**src/rtl/destuff_pkg.sv**
```systemverilog
`timescale 1ns/1ps
package destuff_pkg;
  // Per-bit decision strobes from control to datapath.
  typedef struct packed {
    logic push;   // shift the current bit into the raw history
    logic clear;  // empty the raw history (applied before push)
    logic fwd;    // forward the current bit as a frame bit
    logic stuff;  // current bit is a stuff bit
    logic err;    // current bit breaks the stuffing rule
  } dsStrobe_t;
endpackage

```
**src/rtl/destuff_ctrl.sv**
```systemverilog
`timescale 1ns/1ps
module destuff_ctrl
  import destuff_pkg::*;
(
  input  logic      clk,
  input  logic      rstN,
  input  logic      stuffEn,
  input  logic      frameStart,
  input  logic      inValid,
  input  logic      inBit,
  input  logic      runHit,
  input  logic      histLast,
  output dsStrobe_t strb
);

  // A full run only counts when the history is not being emptied this cycle.
  logic runLive;
  assign runLive = runHit && !frameStart;

  always_comb begin
    strb = '0;
    if (!stuffEn) begin
      strb.clear = 1'b1;
      strb.fwd   = inValid;
    end else begin
      strb.clear = frameStart;
      if (inValid) begin
        if (runLive) begin
          if (inBit != histLast) begin
            strb.stuff = 1'b1;
            strb.push  = 1'b1;
          end else begin
            strb.err   = 1'b1;
            strb.clear = 1'b1;
          end
        end else begin
          strb.fwd  = 1'b1;
          strb.push = 1'b1;
        end
      end
    end
  end

  // one outcome per bit at most
  assert_one_outcome_R10: assert property (@(posedge clk) disable iff (!rstN)
    $onehot0({strb.fwd, strb.stuff, strb.err}));

  // an error never keeps history
  assert_err_clears_R6: assert property (@(posedge clk) disable iff (!rstN)
    strb.err |-> (strb.clear && !strb.push));

endmodule

```
**src/rtl/destuff_dp.sv**
```systemverilog
`timescale 1ns/1ps
module destuff_dp
  import destuff_pkg::*;
#(
  parameter int RUN_LEN = 5
) (
  input  logic      clk,
  input  logic      rstN,
  input  dsStrobe_t strb,
  input  logic      inBit,
  output logic      runHit,
  output logic      histLast,
  output logic      outValid,
  output logic      outBit,
  output logic      stuffFlag,
  output logic      stuffErr
);

  localparam int CNT_W = $clog2(RUN_LEN + 1);
  localparam logic [CNT_W-1:0] FULL = CNT_W'(RUN_LEN);

  logic [RUN_LEN-1:0] window;   // window[0] is the newest raw bit
  logic [CNT_W-1:0]   fill;
  logic [CNT_W-1:0]   fillBase;
  logic [CNT_W-1:0]   fillNext;

  assign fillBase = strb.clear ? '0 : fill;
  assign fillNext = (fillBase == FULL) ? FULL : fillBase + 1'b1;

  always_ff @(posedge clk) begin
    if (!rstN) begin
      window <= '0;
      fill   <= '0;
    end else if (strb.push) begin
      window <= {window[RUN_LEN-2:0], inBit};
      fill   <= fillNext;
    end else if (strb.clear) begin
      fill   <= '0;
    end
  end

  assign runHit   = (fill == FULL) && ((&window) || (~|window));
  assign histLast = window[0];

  always_ff @(posedge clk) begin
    if (!rstN) begin
      outValid  <= 1'b0;
      outBit    <= 1'b0;
      stuffFlag <= 1'b0;
      stuffErr  <= 1'b0;
    end else begin
      outValid  <= strb.fwd;
      outBit    <= strb.fwd ? inBit : 1'b0;
      stuffFlag <= strb.stuff;
      stuffErr  <= strb.err;
    end
  end

  // history length never passes the run length
  assert_fill_bound_R5: assert property (@(posedge clk) disable iff (!rstN)
    fill <= FULL);

  // a stuff decision leaves a one-entry-or-longer history
  assert_stuff_keeps_R3: assert property (@(posedge clk) disable iff (!rstN)
    strb.stuff |=> (fill != '0));

endmodule

```
**src/rtl/nrz_destuffer.sv**
```systemverilog
`timescale 1ns/1ps
module nrz_destuffer
  import destuff_pkg::*;
#(
  parameter int RUN_LEN = 5
) (
  input  logic clk,
  input  logic rstN,
  input  logic stuffEn,
  input  logic frameStart,
  input  logic inValid,
  input  logic inBit,
  output logic outValid,
  output logic outBit,
  output logic stuffFlag,
  output logic stuffErr
);

  dsStrobe_t strb;
  logic      runHit;
  logic      histLast;

  destuff_ctrl ctrl_i (
    .clk, .rstN, .stuffEn, .frameStart, .inValid, .inBit,
    .runHit, .histLast, .strb
  );

  destuff_dp #(.RUN_LEN(RUN_LEN)) dp_i (
    .clk, .rstN, .strb, .inBit, .runHit, .histLast,
    .outValid, .outBit, .stuffFlag, .stuffErr
  );

  assert_out_exclusive_R10: assert property (@(posedge clk) disable iff (!rstN)
    $onehot0({outValid, stuffFlag, stuffErr}));

  assert_idle_quiet_R9: assert property (@(posedge clk) disable iff (!rstN)
    !inValid |=> !(outValid || stuffFlag || stuffErr));

  assert_bypass_R2: assert property (@(posedge clk) disable iff (!rstN)
    (inValid && !stuffEn) |=> (outValid && (outBit == $past(inBit))));

  assert_every_bit_R4: assert property (@(posedge clk) disable iff (!rstN)
    inValid |=> (outValid || stuffFlag || stuffErr));

  assert_stuff_in_window_R3: assert property (@(posedge clk) disable iff (!rstN)
    inValid && (stuffFlag || stuffErr) |-> $past(stuffEn));

endmodule

```
**config.mk**
```make
export PLATFORM = sky130hd
export DESIGN_NAME = nrz_destuffer
export DESIGN_NICKNAME = d
export VERILOG_FILES = /design/src/rtl/destuff_pkg.sv /design/src/rtl/destuff_ctrl.sv /design/src/rtl/destuff_dp.sv /design/src/rtl/nrz_destuffer.sv
export SDC_FILE = /design/constraint.sdc
export NUM_CORES = 1
export LEC_CHECK = 0
export ABC_CLOCK_PERIOD_IN_PS = 1500
export CORE_AREA = 2 2 39 41
export DETAILED_ROUTE_END_ITERATION = 12
export DIE_AREA = 0 0 41 43
export PLACE_DENSITY = 0.67
export RECOVER_POWER = 100
export SYNTH_ARGS = -nofsm -noshare
export SYNTH_HDL_FRONTEND = slang
export SYNTH_HIERARCHICAL = 1
export SYNTH_SLANG_ARGS = --single-unit
```
**constraint.sdc**
```tcl
create_clock -name clk -period 1.5 [get_ports clk]
set_input_delay 0.225 -clock clk [delete_from_list [all_inputs] [get_ports clk]]
set_output_delay 0.225 -clock clk [all_outputs]
set_load 0.03 [all_outputs]
```
== Word-level counts from Yosys, hierarchy flattened ==
Cells that the tools add are included.
Word-level totals
  register bits after elaboration: 12
  input bits: 6
Operators by class
  reductions and logical operators: 9
  equality and inequality tests: 3
  mux-type cells: 13
  $add $sub $neg: 1
Operators with widths (number)
  2-to-1 mux 3 bit: 3
  2-to-1 mux 1 bit: 7
  == test 3 bit (second input constant): 2
  2-to-1 mux 5 bit: 1
  AND reduction 5 bit: 1
  OR reduction 5 bit: 1
  2-to-1 mux 2 bit: 2
  AND reduction 4 bit: 1
  adder 3 x 1 -> 3 bit (second input constant): 1
  logical AND 1 bit: 2
  logical NOT 1 bit: 2
  AND reduction 2 bit: 1
  logical OR 1 bit: 1
  != test 1 bit: 1

== Logic depth before layout (Yosys ltp) ==
Gate-level depths: netlist of run 1.
  word-level depth: 12
  mapped depth: 8
  gate-level depth less buffers: 8

== Cells and area by module ==
Netlist of run 1, hierarchy kept.
By module, submodules not included
  destuff_dp: times used 1, area each 471.7 sq um, cells an instance 44
  destuff_ctrl: times used 1, area each 70.1 sq um, cells an instance 12

== Worst setup path after synthesis of run 1 ==
No wires, ideal clock.
  path kind: register -> register
  start point: register dp_i.window[0]
  end point: register dp_i.fill[1]
  arrival time: 1508 ps
  setup slack: -123 ps
  stages on the path, launching flop included: 9
  setup time: 114 ps
  period minus slack after synthesis: 1623 ps
  required time: 1386 ps
  buffers on the path: 1
  cell sequence: dfxtp_1 > nor4_2 > mux2i_1 > nor3b_2 > a31oi_1 > buf_4 > nand2_1 > mux2i_1 > nor2_1
RTL lines
  start: declaration: line destuff_dp.sv:22  | logic [RUN_LEN-1:0] window;
  start signal: assignment: line destuff_dp.sv:35  | window <= {window[RUN_LEN-2:0], inBit};
  end signal: assignment: line destuff_dp.sv:36  | fill <= fillNext;
  end: declaration: line destuff_dp.sv:23  | logic [CNT_W-1:0] fill;

==> impl_metrics.csv, run 1 <==
group,metric,value,unit
finish,fillers,118,
route,drtPass1Iterations,4,
clocking,insertion_delay,0.26,ns
grt,antenna_found_initial,0,
timing,fin_ws,-0.0853,ns
timing,min_period_over_period,1.06,
power,ir_worst_vdd,0.000622,V
timing,max_freq,631,MHz
critical_path,worstPathMaxFanout,4,
logic_synthesis,ys_seq_elements,12,
finish,syn_to_final_growth,39.0,%
critical_path,startpoint_type,"register",
hold_path,hold_path.class,"reg2reg",
logic_synthesis,syn-cell-area,542,µm²
floorplan,initial_core_util,0.392,
timing,finClkSkew,0.00525,ns
finish,final_nets,86,
timing,tightest_slew,0.372,ns
critical_path,required,1.66,ns
timing,rsz0062_at_grt,"true",
floorplan,die_width,41,µm
floorplan,num_io_pins,10,
critical_path,path_class,"reg2reg",
placement,dpl.hpwl,782,µm
power,pwr_density_cell,783,nW/µm²
critical_path,arrival,1.74,ns
outcome,violations,"setup timing",
floorplan,coreArea,1380,µm²
route,viasPerCell,4.71,
critical_path,worst_setup_path_end_kind,"register",
clocking,clockRootBuffer,"clkbuf_4",
timing,min_period,1.59,ns
logic_synthesis,seq_area_frac_synth,0.443,
finish,drive_gt1_frac,0.282,
timing,slew_headroom,0.753,
route,postRouteAntennaNets,0,
power,cellLeakagePower,0.302,nW
route,num_vias,443,
timing,finalHoldViolCount,0,
route,wire_per_inst,10.3,µm
logic_synthesis,yosysUniqueCellTypes,21,
grt,grt-ovfl-total,0,
clocking,clk_path_buf_depth,2,
clocking,clkSlewWorstSetupHoldPaths,0.06,ns
grt,first_global_vias,399,
placement,port_buffers,9,
grt,grt_pass1_wl,1500,µm
timing,setup_viol,10,
floorplan,dieArea,1760,µm²
clocking,cts_tree,"done",
clocking,cts-buffers-inserted,3,
floorplan,die_h,43,µm
logic_synthesis,synth_nets,62,
outcome,status,"complete, but fails checks",
logic_synthesis,avgSynthCellArea,9.67,µm²
critical_path,cp_slowest_cell,"dfxtp_2",
floorplan,row_count,14,
critical_path,path_buf_inv,1,
clocking,clock_sinks,12,
critical_path,crit_family,"simple AND/OR/NAND/NOR gates",
timing,setup_tns,-0.494,ns
grt,grt_use_total,0.128,
finish,final_util,0.544,
grt,grt_max_degree,12,
critical_path,slowest_delay,0.34,ns
logic_synthesis,yosysWarnings,6,
clocking,htree_levels,1,
placement,gp_congestion,0.679,
finish,n_antenna_cell,0,
route,drt_iter0_markers,5,
clocking,cts-hold-fix-buffers,0,
job,cap_violations,0,
critical_path,crit_chain,"nor4_2 > mux2i_1 > nor3b_2 > a31oi_1 > buf_4 > nand3_1 > xor2_1 > nor2_1",
logic_synthesis,synth_cells,56,
timing,drv_slew,0,
placement,preCtsSetupSlack,-0.216,ns
route,wl,965,µm
route,drc,0,
==> final timing paths <==
| path | start | endpoint | slack [ns] | cells past startpoint |
|---|---|---|---|---|
| min reg2reg | dp_i/window[1]$_SDFFE_PN0P_ | dp_i/window[1]$_SDFFE_PN0P_ | 0.54 | 2 |
| max | dp_i/window[1]$_SDFFE_PN0P_ | dp_i/fill[2]$_SDFF_PN0_ | -0.09 | 8 |
| max reg2reg | dp_i/window[1]$_SDFFE_PN0P_ | dp_i/fill[2]$_SDFF_PN0_ | -0.09 | 8 |
| min | dp_i/window[1]$_SDFFE_PN0P_ | dp_i/window[1]$_SDFFE_PN0P_ | 0.54 | 2 |
==> where the power goes <==
part | internal [mW] | switching [mW] | total [mW]
logic | 0.0459 | 0.0352 | 0.0810
registers | 0.325 | 0.00370 | 0.329
clock network | 0.0925 | 0.0880 | 0.181
total | 0.463 | 0.127 | 0.590
==> cells in the mapped netlist <==
cell	n	area (µm²)
dfxtp_1	12	240
mux2i_1	7	70.1
nor2b_1	7	43.8
nor2_1	5	18.8
and2_1	3	18.8
nand2_1	3	11.3
a31oi_1	2	12.5
nand2b_1	2	12.5
o21ai_0	2	10.0
xor2_1	2	17.5
a21boi_0	1	7.51
and3_1	1	6.26
and4_2	1	10.0
buf_4	1	7.51
clkbuf_1	1	3.75
inv_1	1	3.75
nand3_1	1	5.00
nand4b_1	1	8.76
nor3b_2	1	12.5
nor4_2	1	12.5
xnor2_1	1	8.76
==> stage by stage <==
| step | hold slack [ns] | std cells | area, µm² | power (mW) |
|---|---|---|---|---|
| final | 0.544 | 94 | 753 | 0.590 |
| after global routing | 0.577 | 94 | 753 | 0.625 |
| after CTS | 0.550 | 94 | 762 | 0.605 |
| after detailed placement | 0.540 | 90 | 728 | 0.418 |
| after global placement | 0.520 | 90 | 728 | 0.417 |
| after floorplan | 0.371 | 56 | 547 | 0.374 |
==> layer usage <==
layer  wire (µm)  track usage
met1         425        0.128
met4           0       0.0200
met5           0            0
met2         497        0.209
met3          43       0.0942
==> cell families (layout without fill, tap and decap cells) <==
family / count (synthesis) / in the layout / synth area share
AO/OA/AOI/OAI: 5 / 5 / 0.0554
buffers and inverters: 3 / 25 / 0.0277
AND/OR/NAND/NOR: 26 / 26 / 0.296
XOR/XNOR: 3 / 3 / 0.0485
flip-flops: 12 / 12 / 0.443
multiplexers: 7 / 7 / 0.129
==> state kept, by name (all words and copies together), names as in the netlist <==
name and flops:
dp_i/outBit 1, dp_i/stuffFlag 1, dp_i/stuffErr 1, dp_i/fill 3, dp_i/window 5, dp_i/outValid 1
==> cells in the final DEF (no fill, tap or decap), drive strengths merged, types with 3 or more instances in the layout <==
cell / count
and2: 3
dfxtp: 12
nand2: 3
nor2: 5
mux2i: 7
clkdlybuf4s50: 7
buf: 12
clkbuf: 5
nor2b: 7
==> worst reg2reg max path, cell delays in order (launching register included) <==
cell,delay (ns)
dfxtp_2,0.34
nor4_2,0.24
mux2i_1,0.11
nor3b_2,0.20
a31oi_1,0.13
buf_4,0.17
nand3_1,0.08
xor2_1,0.16
nor2_1,0.06
==> timing repair <==
action	in CTS	in global routing
pin swaps	0	1
buffers inserted	1	0
setup endpoints to repair	8	14
resized for setup	3	4
==> layout make-up <==
cell class | count | area (µm²) | share of cell area
Multi-Input combinational cell | 41 | 293 | 0.389
Sequential cell | 12 | 243 | 0.322
Timing Repair Buffer | 21 | 171 | 0.228
Clock buffer | 3 | 22.5 | 0.0299
Tap cell | 16 | 20.0 | 0.0266
Inverter | 1 | 3.75 | 0.00498
No activity file was read; power rests on OpenSTA's default activity.
==> run 2: changes to the inputs <==
RECOVER_POWER = default   (was 100)
REMOVE_ABC_BUFFERS = 1   (was default)
==> run 2 against run 1 <==
  * The flow still finishes with violations (setup timing)
  * Design area is 4.2% higher
  * Wire length is 0.52% lower
  * First-iteration DRC count is 40% higher
  * Utilization is 2.3 points higher
  * Combinational power is 6.7% higher
  * Sequential share of layout area is 1.3 points lower
  * Largest cell class unchanged
  * Largest power group unchanged
==> impl_metrics.csv, run 2 (synthesized netlist as in run 1, its figures left out) <==
group,metric,value,unit
outcome,status,"complete, but fails checks",
outcome,violations,"setup timing",
route,postRouteAntennaNets,0,
route,wire_per_inst,10.3,µm
clocking,insertion_delay,0.26,ns
critical_path,path_class,"reg2reg",
clocking,clkSlewWorstSetupHoldPaths,0.07,ns
grt,grt-ovfl-total,0,
critical_path,crit_start,"dp_i/window[0]$_SDFFE_PN0P_",
critical_path,worst_setup_path_end_kind,"register",
timing,min_period,1.60,ns
hold_path,holdPathEnd,"dp_i/fill[2]$_SDFF_PN0_",
power,p_total,0.598,mW
finish,drive_gt1_frac,0.325,
power,pwr_density_cell,762,nW/µm²
critical_path,arrival,1.76,ns
finish,final_area,785,µm²
hold_path,hold_path.class,"reg2reg",
clocking,cts_tree,"done",
timing,min_period_over_period,1.07,
grt,first_global_vias,373,
placement,gp_congestion,0.730,
floorplan,row_count,14,
finish,final_cell_mix,"dfxtp_1, buf_4, nor2b_1, mux2i_1, clkdlybuf4s50_1",
placement,port_buffers,9,
timing,fin_ws,-0.103,ns
finish,reg.largest.list,"dp_i/window x5, dp_i/fill x3",
hold_path,hold_path_depth,2,
critical_path,worstPathMaxFanout,3,
floorplan,initial_core_util,0.392,
power,cellLeakagePower,0.335,nW
clocking,clock_sinks,12,
route,num_vias,439,
floorplan,coreArea,1380,µm²
route,drt_iter0_markers,7,
route,drc,0,
clocking,clk_path_buf_depth,2,
critical_path,regToRegSetupSlack,-0.10,ns
placement,placed_area,716,µm²
clocking,htree_levels,1,
grt,grt_max_degree,12,
critical_path,r2r-end,"dp_i/fill[0]$_SDFF_PN0_",
clocking,cts-buffers-inserted,3,
finish,largest_register_ffs,5,
route,wl,960,µm
timing,setup_viol,9,
timing,finalHoldViolCount,0,
critical_path,startpoint_type,"register",
finish,syn_to_final_growth,44.8,%
clocking,cts-hold-fix-buffers,0,
critical_path,required,1.66,ns
timing,drv_slew,0,
timing,rsz0062_at_grt,"true",
critical_path,r2r-start,"dp_i/window[0]$_SDFFE_PN0P_",
floorplan,dieArea,1760,µm²
finish,n_antenna_cell,0,
critical_path,r2r_cells,9,
finish,final_nets,85,
finish,final_common_cell,"dfxtp_1",
floorplan,die_h,43,µm
job,cap_violations,0,
clocking,clockRootBuffer,"clkbuf_4",
timing,max_freq,624,MHz
timing,setup_tns,-0.426,ns
timing,finClkSkew,0.00730,ns
finish,top_register,"dp_i/window",
grt,grt_use_total,0.125,
grt,grt_pass1_wl,1430,µm
route,viasPerCell,4.72,
route,drtPass1Iterations,3,
hold_path,min_from,"dp_i/fill[2]$_SDFF_PN0_",
grt,antenna_found_initial,0,
timing,slew_headroom,0.782,
floorplan,num_io_pins,10,
timing,tightest_slew,0.327,ns
power,ir_worst_vdd,0.000518,V
floorplan,die_width,41,µm
run 2: per-stage QoR:
step	setup WS (ns)	instances	hold slack (ns)	util
after floorplan	-0.384	54	0.347	-
after global placement	-0.171	89	0.526	0.517
after detailed placement	-0.209	89	0.539	0.517
after CTS	-0.0888	93	0.557	0.545
after global routing	-0.221	93	0.572	0.567
final	-0.103	93	0.549	0.567
run 2: worst max path at each step:
stage                                   to  slack (ns)  cells after the start
2_1_floorplan      dp_i/fill[2]$_SDFF_PN0_       -0.38                      7
5_1_grt            dp_i/fill[0]$_SDFF_PN0_       -0.22                      9
3_5_place_dp   dp_i/window[3]$_SDFFE_PN0P_       -0.21                      6
6_report           dp_i/fill[0]$_SDFF_PN0_       -0.10                      9
4_1_cts            dp_i/fill[1]$_SDFF_PN0_       -0.09                      8
3_3_place_gp       dp_i/fill[1]$_SDFF_PN0_       -0.17                      8
run 2: worst max-delay path, stage by stage (launching register included):
cell     delay (ns)
dfxtp_2        0.32
nor4_2         0.24
mux2i_1        0.11
nor3b_2        0.23
buf_4          0.16
nand2_2        0.05
o21ai_2        0.12
nor2b_1        0.07
o21ai_1        0.13
a31oi_1        0.05
run 2: power by group:
group          switching (mW)  internal (mW)
Sequential            0.00369          0.325
Combinational          0.0369         0.0495
Clock                  0.0906         0.0926
Total                   0.131          0.467
run 2: repair_timing:
item / CTS / global route
setup endpoints to repair: 9 / 14
pin swaps: 2 / 1
buffers inserted: 1 / 0
cloned: 0 / 0
resized for setup: 6 / 9
run 2: cell type report:
cell class                 instances  area [µm²]
fill                             138         599
multi-input combinational         41         310
sequential                        12         243
timing repair buffer              20         185
clock buffer                       3        22.5
tap                               16        20.0
inverter                           1        3.75
run 2: layer usage:
| metal | share of wire | GRT usage |
|---|---|---|
| met1 | 0.45 | 0.147 |
| met2 | 0.51 | 0.172 |
| met3 | 0.033 | 0.0942 |
| met4 | 0 | 0.0400 |
| met5 | 0 | 0 |
